`src/rtl/tx_prio_sched_pkg.sv`:
```
package tx_prio_sched_pkg;
  typedef enum logic {
    ST_FREE = 1'b0,
    ST_HELD = 1'b1
  } sched_st_e;
endpackage

```
`src/rtl/tx_prio_sched_arb.sv`:
```
module tx_prio_sched_arb #(
  parameter int unsigned NUM_BUF = 15,
  parameter int unsigned PRIO_W  = 4,
  parameter int unsigned IDX_W   = 4
) (
  input  logic [NUM_BUF-1:0]        elig_i,
  input  logic [NUM_BUF*PRIO_W-1:0] prio_i,
  output logic                      vld_o,
  output logic [IDX_W-1:0]          idx_o
);
  logic [PRIO_W-1:0] best;

  // ascending scan with strict compare keeps the lower index on ties
  always_comb begin
    vld_o = 1'b0;
    idx_o = '0;
    best  = '0;
    for (int i = 0; i < int'(NUM_BUF); i++) begin
      if (elig_i[i] && (!vld_o || prio_i[i*PRIO_W +: PRIO_W] > best)) begin
        vld_o = 1'b1;
        idx_o = IDX_W'(i);
        best  = prio_i[i*PRIO_W +: PRIO_W];
      end
    end
  end
endmodule

```
`src/rtl/tx_prio_sched_ctrl.sv`:
```
module tx_prio_sched_ctrl #(
  parameter int unsigned IDX_W = 4
) (
  input  logic             clk_i,
  input  logic             rst_ni,
  input  logic             win_vld_i,
  input  logic [IDX_W-1:0] win_idx_i,
  input  logic             eng_idle_i,
  input  logic             tx_done_i,
  input  logic             arb_lost_i,
  output logic             held_o,
  output logic             start_o,
  output logic [IDX_W-1:0] sel_o
);
  import tx_prio_sched_pkg::*;

  sched_st_e st_q;

  always_ff @(posedge clk_i or negedge rst_ni) begin
    if (!rst_ni) begin
      st_q    <= ST_FREE;
      start_o <= 1'b0;
      sel_o   <= '0;
    end else begin
      start_o <= 1'b0;
      case (st_q)
        ST_FREE: if (eng_idle_i && win_vld_i) begin
          st_q    <= ST_HELD;
          start_o <= 1'b1;
          sel_o   <= win_idx_i;
        end
        ST_HELD: if (tx_done_i || arb_lost_i) st_q <= ST_FREE;
        default: st_q <= ST_FREE;
      endcase
    end
  end

  assign held_o = (st_q == ST_HELD);
endmodule

```
`src/rtl/tx_prio_sched_upd.sv`:
```
module tx_prio_sched_upd #(
  parameter int unsigned NUM_BUF = 15,
  parameter int unsigned IDX_W   = 4
) (
  input  logic               done_hit_i,
  input  logic [IDX_W-1:0]   sel_i,
  input  logic               rx_vld_i,
  input  logic [IDX_W-1:0]   rx_idx_i,
  input  logic [NUM_BUF-1:0] is_tx_i,
  input  logic [NUM_BUF-1:0] rtr_i,
  input  logic [NUM_BUF-1:0] irq_en_i,
  output logic [NUM_BUF-1:0] set_o,
  output logic [NUM_BUF-1:0] clr_o,
  output logic [NUM_BUF-1:0] to_rx_o,
  output logic [NUM_BUF-1:0] irq_o
);
  for (genvar i = 0; i < NUM_BUF; i++) begin : g_buf
    logic done_b, rx_b;
    assign done_b     = done_hit_i && (sel_i == IDX_W'(i));
    assign rx_b       = rx_vld_i && (rx_idx_i == IDX_W'(i)) && is_tx_i[i] && !rtr_i[i];
    assign set_o[i]   = rx_b;
    // a fresh remote request on the finishing buffer keeps it pending
    assign clr_o[i]   = done_b && !rx_b;
    assign to_rx_o[i] = done_b && rtr_i[i];
    assign irq_o[i]   = done_b && irq_en_i[i];
  end
endmodule

```
`src/rtl/tx_prio_sched.sv`:
```
module tx_prio_sched #(
  parameter int unsigned NUM_BUF = 15,
  parameter int unsigned PRIO_W  = 4,
  localparam int unsigned IDX_W  = $clog2(NUM_BUF + 1)
) (
  input  logic                      clk_i,
  input  logic                      rst_ni,
  input  logic [NUM_BUF-1:0]        buf_is_tx_i,
  input  logic [NUM_BUF-1:0]        buf_rdy_i,
  input  logic [NUM_BUF-1:0]        buf_rtr_i,
  input  logic [NUM_BUF*PRIO_W-1:0] buf_prio_i,
  input  logic [NUM_BUF-1:0]        irq_en_i,
  input  logic                      eng_idle_i,
  input  logic                      tx_done_i,
  input  logic                      arb_lost_i,
  input  logic                      rx_rtr_vld_i,
  input  logic [IDX_W-1:0]          rx_rtr_idx_i,
  output logic [IDX_W-1:0]          sel_idx_o,
  output logic                      sel_valid_o,
  output logic                      start_o,
  output logic [NUM_BUF-1:0]        set_ready_o,
  output logic [NUM_BUF-1:0]        clr_ready_o,
  output logic [NUM_BUF-1:0]        to_rx_o,
  output logic [NUM_BUF-1:0]        tx_irq_o
);
  logic             win_vld;
  logic [IDX_W-1:0] win_idx;
  logic             held;

  tx_prio_sched_arb #(.NUM_BUF(NUM_BUF), .PRIO_W(PRIO_W), .IDX_W(IDX_W)) u_arb (
    .elig_i (buf_is_tx_i & buf_rdy_i),
    .prio_i (buf_prio_i),
    .vld_o  (win_vld),
    .idx_o  (win_idx)
  );

  tx_prio_sched_ctrl #(.IDX_W(IDX_W)) u_ctrl (
    .clk_i      (clk_i),
    .rst_ni     (rst_ni),
    .win_vld_i  (win_vld),
    .win_idx_i  (win_idx),
    .eng_idle_i (eng_idle_i),
    .tx_done_i  (tx_done_i),
    .arb_lost_i (arb_lost_i),
    .held_o     (held),
    .start_o    (start_o),
    .sel_o      (sel_idx_o)
  );

  tx_prio_sched_upd #(.NUM_BUF(NUM_BUF), .IDX_W(IDX_W)) u_upd (
    .done_hit_i (tx_done_i && held),
    .sel_i      (sel_idx_o),
    .rx_vld_i   (rx_rtr_vld_i),
    .rx_idx_i   (rx_rtr_idx_i),
    .is_tx_i    (buf_is_tx_i),
    .rtr_i      (buf_rtr_i),
    .irq_en_i   (irq_en_i),
    .set_o      (set_ready_o),
    .clr_o      (clr_ready_o),
    .to_rx_o    (to_rx_o),
    .irq_o      (tx_irq_o)
  );

  assign sel_valid_o = held;
endmodule

```
`config.mk`:
```
export PLATFORM = sky130hd
export DESIGN_NAME = tx_prio_sched
export DESIGN_NICKNAME = d
export VERILOG_FILES = /design/src/rtl/tx_prio_sched_pkg.sv /design/src/rtl/tx_prio_sched_arb.sv /design/src/rtl/tx_prio_sched_ctrl.sv /design/src/rtl/tx_prio_sched_upd.sv /design/src/rtl/tx_prio_sched.sv
export SDC_FILE = /design/constraint.sdc
export NUM_CORES = 1
export LEC_CHECK = 0
export BUFFER_PORTS_ARGS = -buffer_cell sky130_fd_sc_hd__clkbuf_2
export CAP_MARGIN = 20
export CORE_MARGIN = 4
export CORE_UTILIZATION = 43
export CTS_CLUSTER_SIZE = 20
export DETAILED_ROUTE_END_ITERATION = 8
export PLACE_DENSITY_LB_ADDON = 0.25
export SLEW_MARGIN = 20
export SYNTH_ARGS = -nofsm -noshare
export SYNTH_HDL_FRONTEND = slang
export SYNTH_SLANG_ARGS = --single-unit
```
`constraint.sdc`:
```
create_clock -name clk_i -period 1.45 [get_ports clk_i]
set_clock_uncertainty 0.1 [all_clocks]
set_input_delay 0.2175 -clock clk_i [delete_from_list [all_inputs] [get_ports clk_i]]
set_output_delay 0.2175 -clock clk_i [all_outputs]
set_load 0.02 [all_outputs]
```
==> results of run 1 <==
[kinds of logic after synthesis]
group,Yosys count,share of synthesized area
simple gates,249,0.3626
compound gates,167,0.3199
buf+inv,62,0.07915
fa+ha+maj,50,0.1635
mux,12,0.03547
flops,6,0.03941
[synthesized netlist by cell type, drive strengths merged (9+ instances only)]
library cell,number,area share
o211ai,11,0.025
and3,15,0.026
ha,49,0.16
nor3,23,0.032
nor2,37,0.036
buf,18,0.036
nor2b,12,0.020
nand2,49,0.048
and2,35,0.057
a21oi,39,0.051
nand3,15,0.020
inv,39,0.038
o21a,9,0.018
nor4b,15,0.034
o21ai,26,0.036
nand2b,11,0.018
a21o,10,0.020
[stage by stage]
step,setup TNS [ns],hold slack (ns),utilization,area (sq um),setup WS [ns]
detailed placement,-88.49,-0.04728,0.8280,7186,-18.61
global placement,-82.91,-0.05452,0.8280,7186,-17.60
floorplan,-75.65,-0.1781,-,4508,-17.28
==> results.json, run 1 <==
{
  "status": "did not finish",
  "haltStage": "clock tree synthesis (4_1_cts)",
  "error_line": "[ERROR DPL-0038] Utilization greater than 100%, impossible to legalize",
  "synth_nets": 725,
  "initial_utilization": 0.4390,
  "gp_congestion": 0.9357,
  "place_hpwl_mm": 16.28,
  "cts_buffer_depth": 2,
  "cts_hold_buf": 1,
  "cts_setup_buffers": 39,
  "chipHeight_um": 102.1,
  "synth.distinct_cells": 74,
  "post-place-cells": 1060,
  "die_w_um": 102.1,
  "ys.warnings.count": 0,
  "synth-main-ff-cell": "dfrtp_1",
  "synth-seq-cells": 6,
  "cts.sinks": 6,
  "cts_root_buf": "clkbuf_8",
  "syn_area_sq_um": 3810,
  "io_pins": 196,
  "cts_buffers": 3,
  "h-tree-depth": 1,
  "syn_area_per_cell_sq_um": 6.978,
  "synth_edf_count": 0,
  "io_buffer_count": 195,
  "row_count": 34,
  "cts_resized": 253,
  "seq_area_frac_synth": 0.03941,
  "syn_inst": 546,
  "synth_async_sr_flop_share": 1.000
}
==> inputs of run 2 (changes only) <==
--- a/config.mk
+++ b/config.mk
@@ -8,10 +8,9 @@
 export BUFFER_PORTS_ARGS = -buffer_cell sky130_fd_sc_hd__clkbuf_2
 export CAP_MARGIN = 20
 export CORE_MARGIN = 4
-export CORE_UTILIZATION = 43
-export CTS_CLUSTER_SIZE = 20
+export CORE_UTILIZATION = 40
 export DETAILED_ROUTE_END_ITERATION = 8
-export PLACE_DENSITY_LB_ADDON = 0.25
+export PLACE_DENSITY_LB_ADDON = 0.15
 export SLEW_MARGIN = 20
 export SYNTH_ARGS = -nofsm -noshare
 export SYNTH_HDL_FRONTEND = slang
==> constraint.sdc (replaced) <==
create_clock -name clk_i -period 1.9 [get_ports clk_i]
set_clock_uncertainty 0.1 [all_clocks]
set_input_delay 0.285 -clock clk_i [delete_from_list [all_inputs] [get_ports clk_i]]
set_output_delay 0.285 -clock clk_i [all_outputs]
set_load 0.02 [all_outputs]
==> results.json, run 2 <==
{
  "status": "finished with violations",
  "violations": "setup timing",
  "drt_wl_total_mm": 31.19,
  "syn_area_per_cell_sq_um": 6.978,
  "critPathBufInv": 33,
  "critical_path.most_common_cell": "buf_4",
  "area_growth_pct": 131.7,
  "synth_async_sr_flop_share": 1.000,
  "grt_max_degree": 9,
  "p_int_mw": 4.356,
  "combPwrFrac": 0.941,
  "vdd_drop_max_mv": 0.8213,
  "drc": 0,
  "synth_top_area_share": 0.1609,
  "post-place-ws_ns": -18.00,
  "syn_area_sq_um": 3810,
  "num_vias": 8008,
  "endpoint_kind": "flip-flop",
  "dr.pass1.iters": 8,
  "track_usage": 0.3336,
  "grt_pass1_vias": 6554,
  "synth.distinct_cells": 74,
  "synth_commonest_cells": "ha_1 (49), nand2_1 (49), a21oi_1 (39), inv_1 (39), nor2_1 (37)",
  "rsz0062_at_grt": "yes",
  "period_needed_ns": 21.29,
  "drive_above_1_share": 0.7198,
  "clk_pin_slew_ns": 0.05,
  "insertedDiodeCount": 0,
  "grt_overflow": 0,
  "power.density_nw_per_um2": 1000,
  "io_pins": 196,
  "dieArea_sq_um": 11150,
  "nets": 1198,
  "tightest_slew_ns": 0.4989,
  "cp_slowest_cell": "a221oi_2",
  "cts_buffers": 3,
  "synth_area_leaders": "ha_1 (16%), and2_1 (5.7%), a21oi_1 (5.1%)",
  "synth_nets": 725,
  "chipHeight_um": 105.6,
  "cp.arrival_ns": 21.32,
  "p_seq_frac": 0.031,
  "cts.sinks": 6,
  "gp_congestion": 0.9608,
  "routed_via_density": 6.988,
  "critical_path_class": "in2reg",
  "h-tree-depth": 1,
  "initial_utilization": 0.4123,
  "p_leak_nw": 4.229,
  "cts_buffer_depth": 2,
  "cts_tree": "done",
  "largest_reg_flops": 4,
  "ant_nets": 0,
  "ys.warnings.count": 0,
  "antenna_found_initial": 1,
  "mostFrequentLayoutCells": "buf_4 (294), clkbuf_2 (148), buf_6 (38)",
  "grt_pass1_wl_mm": 30.57,
  "cp.required_ns": 1.93,
  "p_clk_frac": 0.028,
  "fin_util": 0.9555,
  "largest_register": "u_ctrl.sel_o",
  "setup_violations": 56,
  "setup_slack_ns": -19.39,
  "synth-main-ff-cell": "dfrtp_1",
  "synth-seq-cells": 6,
  "finalPower_mw": 8.829,
  "drt_iter0_drc": 1277,
  "critical_path.max_fanout": 7,
  "place_hpwl_mm": 15.40,
  "seq_area_frac_synth": 0.03941,
  "row_count": 35,
  "syn_inst": 546,
  "start_kind": "input port",
  "worstSkewPairLatency_ns": 0.26,
  "io_buffer_count": 195,
  "p_sw_frac": 0.5066,
  "fin_crit_sh": 11.21,
  "hp-class": "in2reg",
  "yosys.area.top_type": "ha_1",
  "finalHoldViolations": 0,
  "maxSlewHeadroom": 0.6666,
  "die_w_um": 105.6,
  "crit_family": "compound AO/OA/AOI/OAI gates",
  "p_sw_mw": 4.473,
  "drv_slew": 0,
  "cts_root_buf": "clkbuf_8",
  "mostFrequentLayoutCell": "buf_4",
  "clock.fmax_ghz": 0.04697,
  "max_stage_delay_ns": 0.42,
  "synth_edf_count": 0,
  "wl_per_cell_um": 27.21,
  "core_sq_um": 9240,
  "maxCapViolCount": 0
}
run 2: cell counts after synthesis:
Identical to the previous run, type by type.
run 2: cell type report:
class | count | area, sq um
Tap cell | 129 | 161.4
Fill cell | 222 | 411.6
Sequential cell | 6 | 153.9
Multi-Input combinational cell | 478 | 4816
Clock buffer | 3 | 41.29
Inverter | 39 | 146.4
Timing Repair Buffer | 491 | 3510
run 2: worst paths after layout:
path                                  from  depth (start not counted)         endpoint  slack, ns
setup / recovery              buf_rdy_i[0]                        126  u_ctrl.sel_o[0]     -19.39
hold / removal                  eng_idle_i                          2   u_ctrl.start_o       0.28
setup reg to reg             u_ctrl.held_o                          5  u_ctrl.sel_o[1]       0.32
hold reg to reg            u_ctrl.sel_o[3]                          1  u_ctrl.sel_o[3]       0.55
max in group asynchronous           rst_ni                          2  u_ctrl.sel_o[0]       1.05
min in group asynchronous           rst_ni                          2    u_ctrl.held_o       0.39
run 2: what timing repair did:
item	in CTS	in global routing
endpoints found under the setup margin	50	55
hold buffers	1	0
pin swaps	64	105
buffers inserted	48	33
resized for setup	98	258
hold endpoints to repair	6	0
gates cloned	0	0
run 2: worst register-to-register path, stage by stage (launching register included):
cell	delay [ns]
dfrtp_1	0.43
buf_6	0.16
inv_1	0.08
o2111ai_4	0.23
a2111oi_4	0.35
a211oi_1	0.10
run 2: cell families (layout without fill, tap and decap cells):
family | count (synthesis) | count (layout) | synth area share
AO/OA/AOI/OAI | 167 | 167 | 0.3199
AND/OR/NAND/NOR | 249 | 249 | 0.3626
multiplexers | 12 | 12 | 0.03547
flip-flops | 6 | 6 | 0.03941
buffers and inverters | 62 | 533 | 0.07915
adder cells (fa/ha/maj) | 50 | 50 | 0.1635
run 2: per-layer routing:
layer	GRT usage	up-vias	share of wire
li1	-	3024	-
met2	0.6125	994	0.43
met1	0.3697	3532	0.32
met5	0	-	0.00042
met3	0.05389	456	0.13
met4	0.1647	2	0.12
run 2: stage by stage:
stage          std cells  area (sq um)  TNS, ns  hold WS (ns)
2_1_floorplan        546          4212   -68.50       -0.1106
3_3_place_gp        1062          6780   -72.05       0.01753
3_5_place_dp        1062          6780   -74.97       0.02478
4_1_cts             1114          7654   -70.69        0.2985
5_1_grt             1146          8828   -92.01        0.2828
6_report            1146          8828   -88.27        0.2799
run 2: power groups by stage:
stage | combinational, mW | clock, mW | sequential [mW]
final | 8.31 | 0.245 | 0.273
after global routing | 8.62 | 0.249 | 0.278
after CTS | 6.12 | 0.200 | 0.255
after detailed placement | 5.14 | 0 | 0.235
after global placement | 4.94 | 0 | 0.232
after floorplan | 2.94 | 0 | 0.284
No activity file was read; power rests on OpenSTA's default activity.
==> inputs of run 3 (changes only) <==
--- a/config.mk
+++ b/config.mk
@@ -7,6 +7,7 @@
 export LEC_CHECK = 0
 export BUFFER_PORTS_ARGS = -buffer_cell sky130_fd_sc_hd__clkbuf_2
 export CAP_MARGIN = 20
+export CORE_ASPECT_RATIO = 0.8
 export CORE_MARGIN = 4
 export CORE_UTILIZATION = 40
 export DETAILED_ROUTE_END_ITERATION = 8
==> results.json, run 3 <==
{
  "status": "did not finish",
  "haltStage": "global routing (5_1_grt)",
  "error_line": "[ERROR DPL-0038] Utilization greater than 100%, impossible to legalize",
  "grt-worst-endpoint": "u_ctrl.sel_o[1]$_DFFE_PN0P_/D",
  "cts.sinks": 6,
  "synth_edf_count": 0,
  "place_hpwl_mm": 15.80,
  "synth_area_leaders": "ha_1 (16%), and2_1 (5.7%), a21oi_1 (5.1%)",
  "synth.distinct_cells": 74,
  "synth-simple-area-share": 0.3626,
  "yosys.area.top_type": "ha_1",
  "seq_area_frac_synth": 0.03941,
  "cts_root_buf": "clkbuf_16",
  "ys.warnings.count": 0,
  "synth_top_area_share": 0.1609,
  "synth-main-ff-cell": "dfrtp_1",
  "syn_area_sq_um": 3810,
  "io_pins": 196,
  "initial_utilization": 0.4162,
  "dpl_cell_area_sq_um": 6800,
  "grt_max_degree": 12,
  "h-tree-depth": 1,
  "chipHeight_um": 95.29,
  "row_count": 31,
  "syn_area_per_cell_sq_um": 6.978,
  "syn_inst": 546,
  "synth_async_sr_flop_share": 1.000,
  "gp_congestion": 1.024,
  "yosys.area_share.adder": 0.1635,
  "synth_commonest_cells": "ha_1 (49), nand2_1 (49), a21oi_1 (39), inv_1 (39), nor2_1 (37)",
  "endpoint_type": "sequential cell input",
  "cts_buffers": 3,
  "synth.area.mux_share": 0.03547,
  "synth_nets": 725,
  "io_buffer_count": 195,
  "cts_buffer_depth": 2,
  "synth_top_family_by_area": "simple AND/OR/NAND/NOR gates",
  "synth_compound_area_frac": 0.3199,
  "die_w_um": 117.1,
  "synthXorXnorAreaFrac": 0,
  "synth-seq-cells": 6
}
run 3: cell counts after synthesis:
Identical to the previous run, type by type.
run 3: cells by family after synthesis:
logic type	count (synthesis)
buffers and inverters	62
AOI/OAI and AO/OA	167
and+or+nand+nor	249
muxes	12
adders and majority gates	50
DFF	6
run 3: what timing repair did:
| action | CTS |
|---|---|
| pin swaps | 105 |
| resized for setup | 159 |
| hold endpoints to repair | 6 |
| hold buffers | 1 |
| setup buffers | 50 |
| cloned | 1 |
| endpoints found under the setup margin | 44 |
run 3: through the flow:
step | setup WS [ns] | setup TNS, ns | instances | utilization
floorplan | -16.90 | -68.50 | 546 | -
global placement | -17.27 | -71.49 | 1053 | 0.7429
detailed placement | -18.12 | -75.14 | 1053 | 0.7429
CTS | -17.24 | -70.83 | 1107 | 0.8717
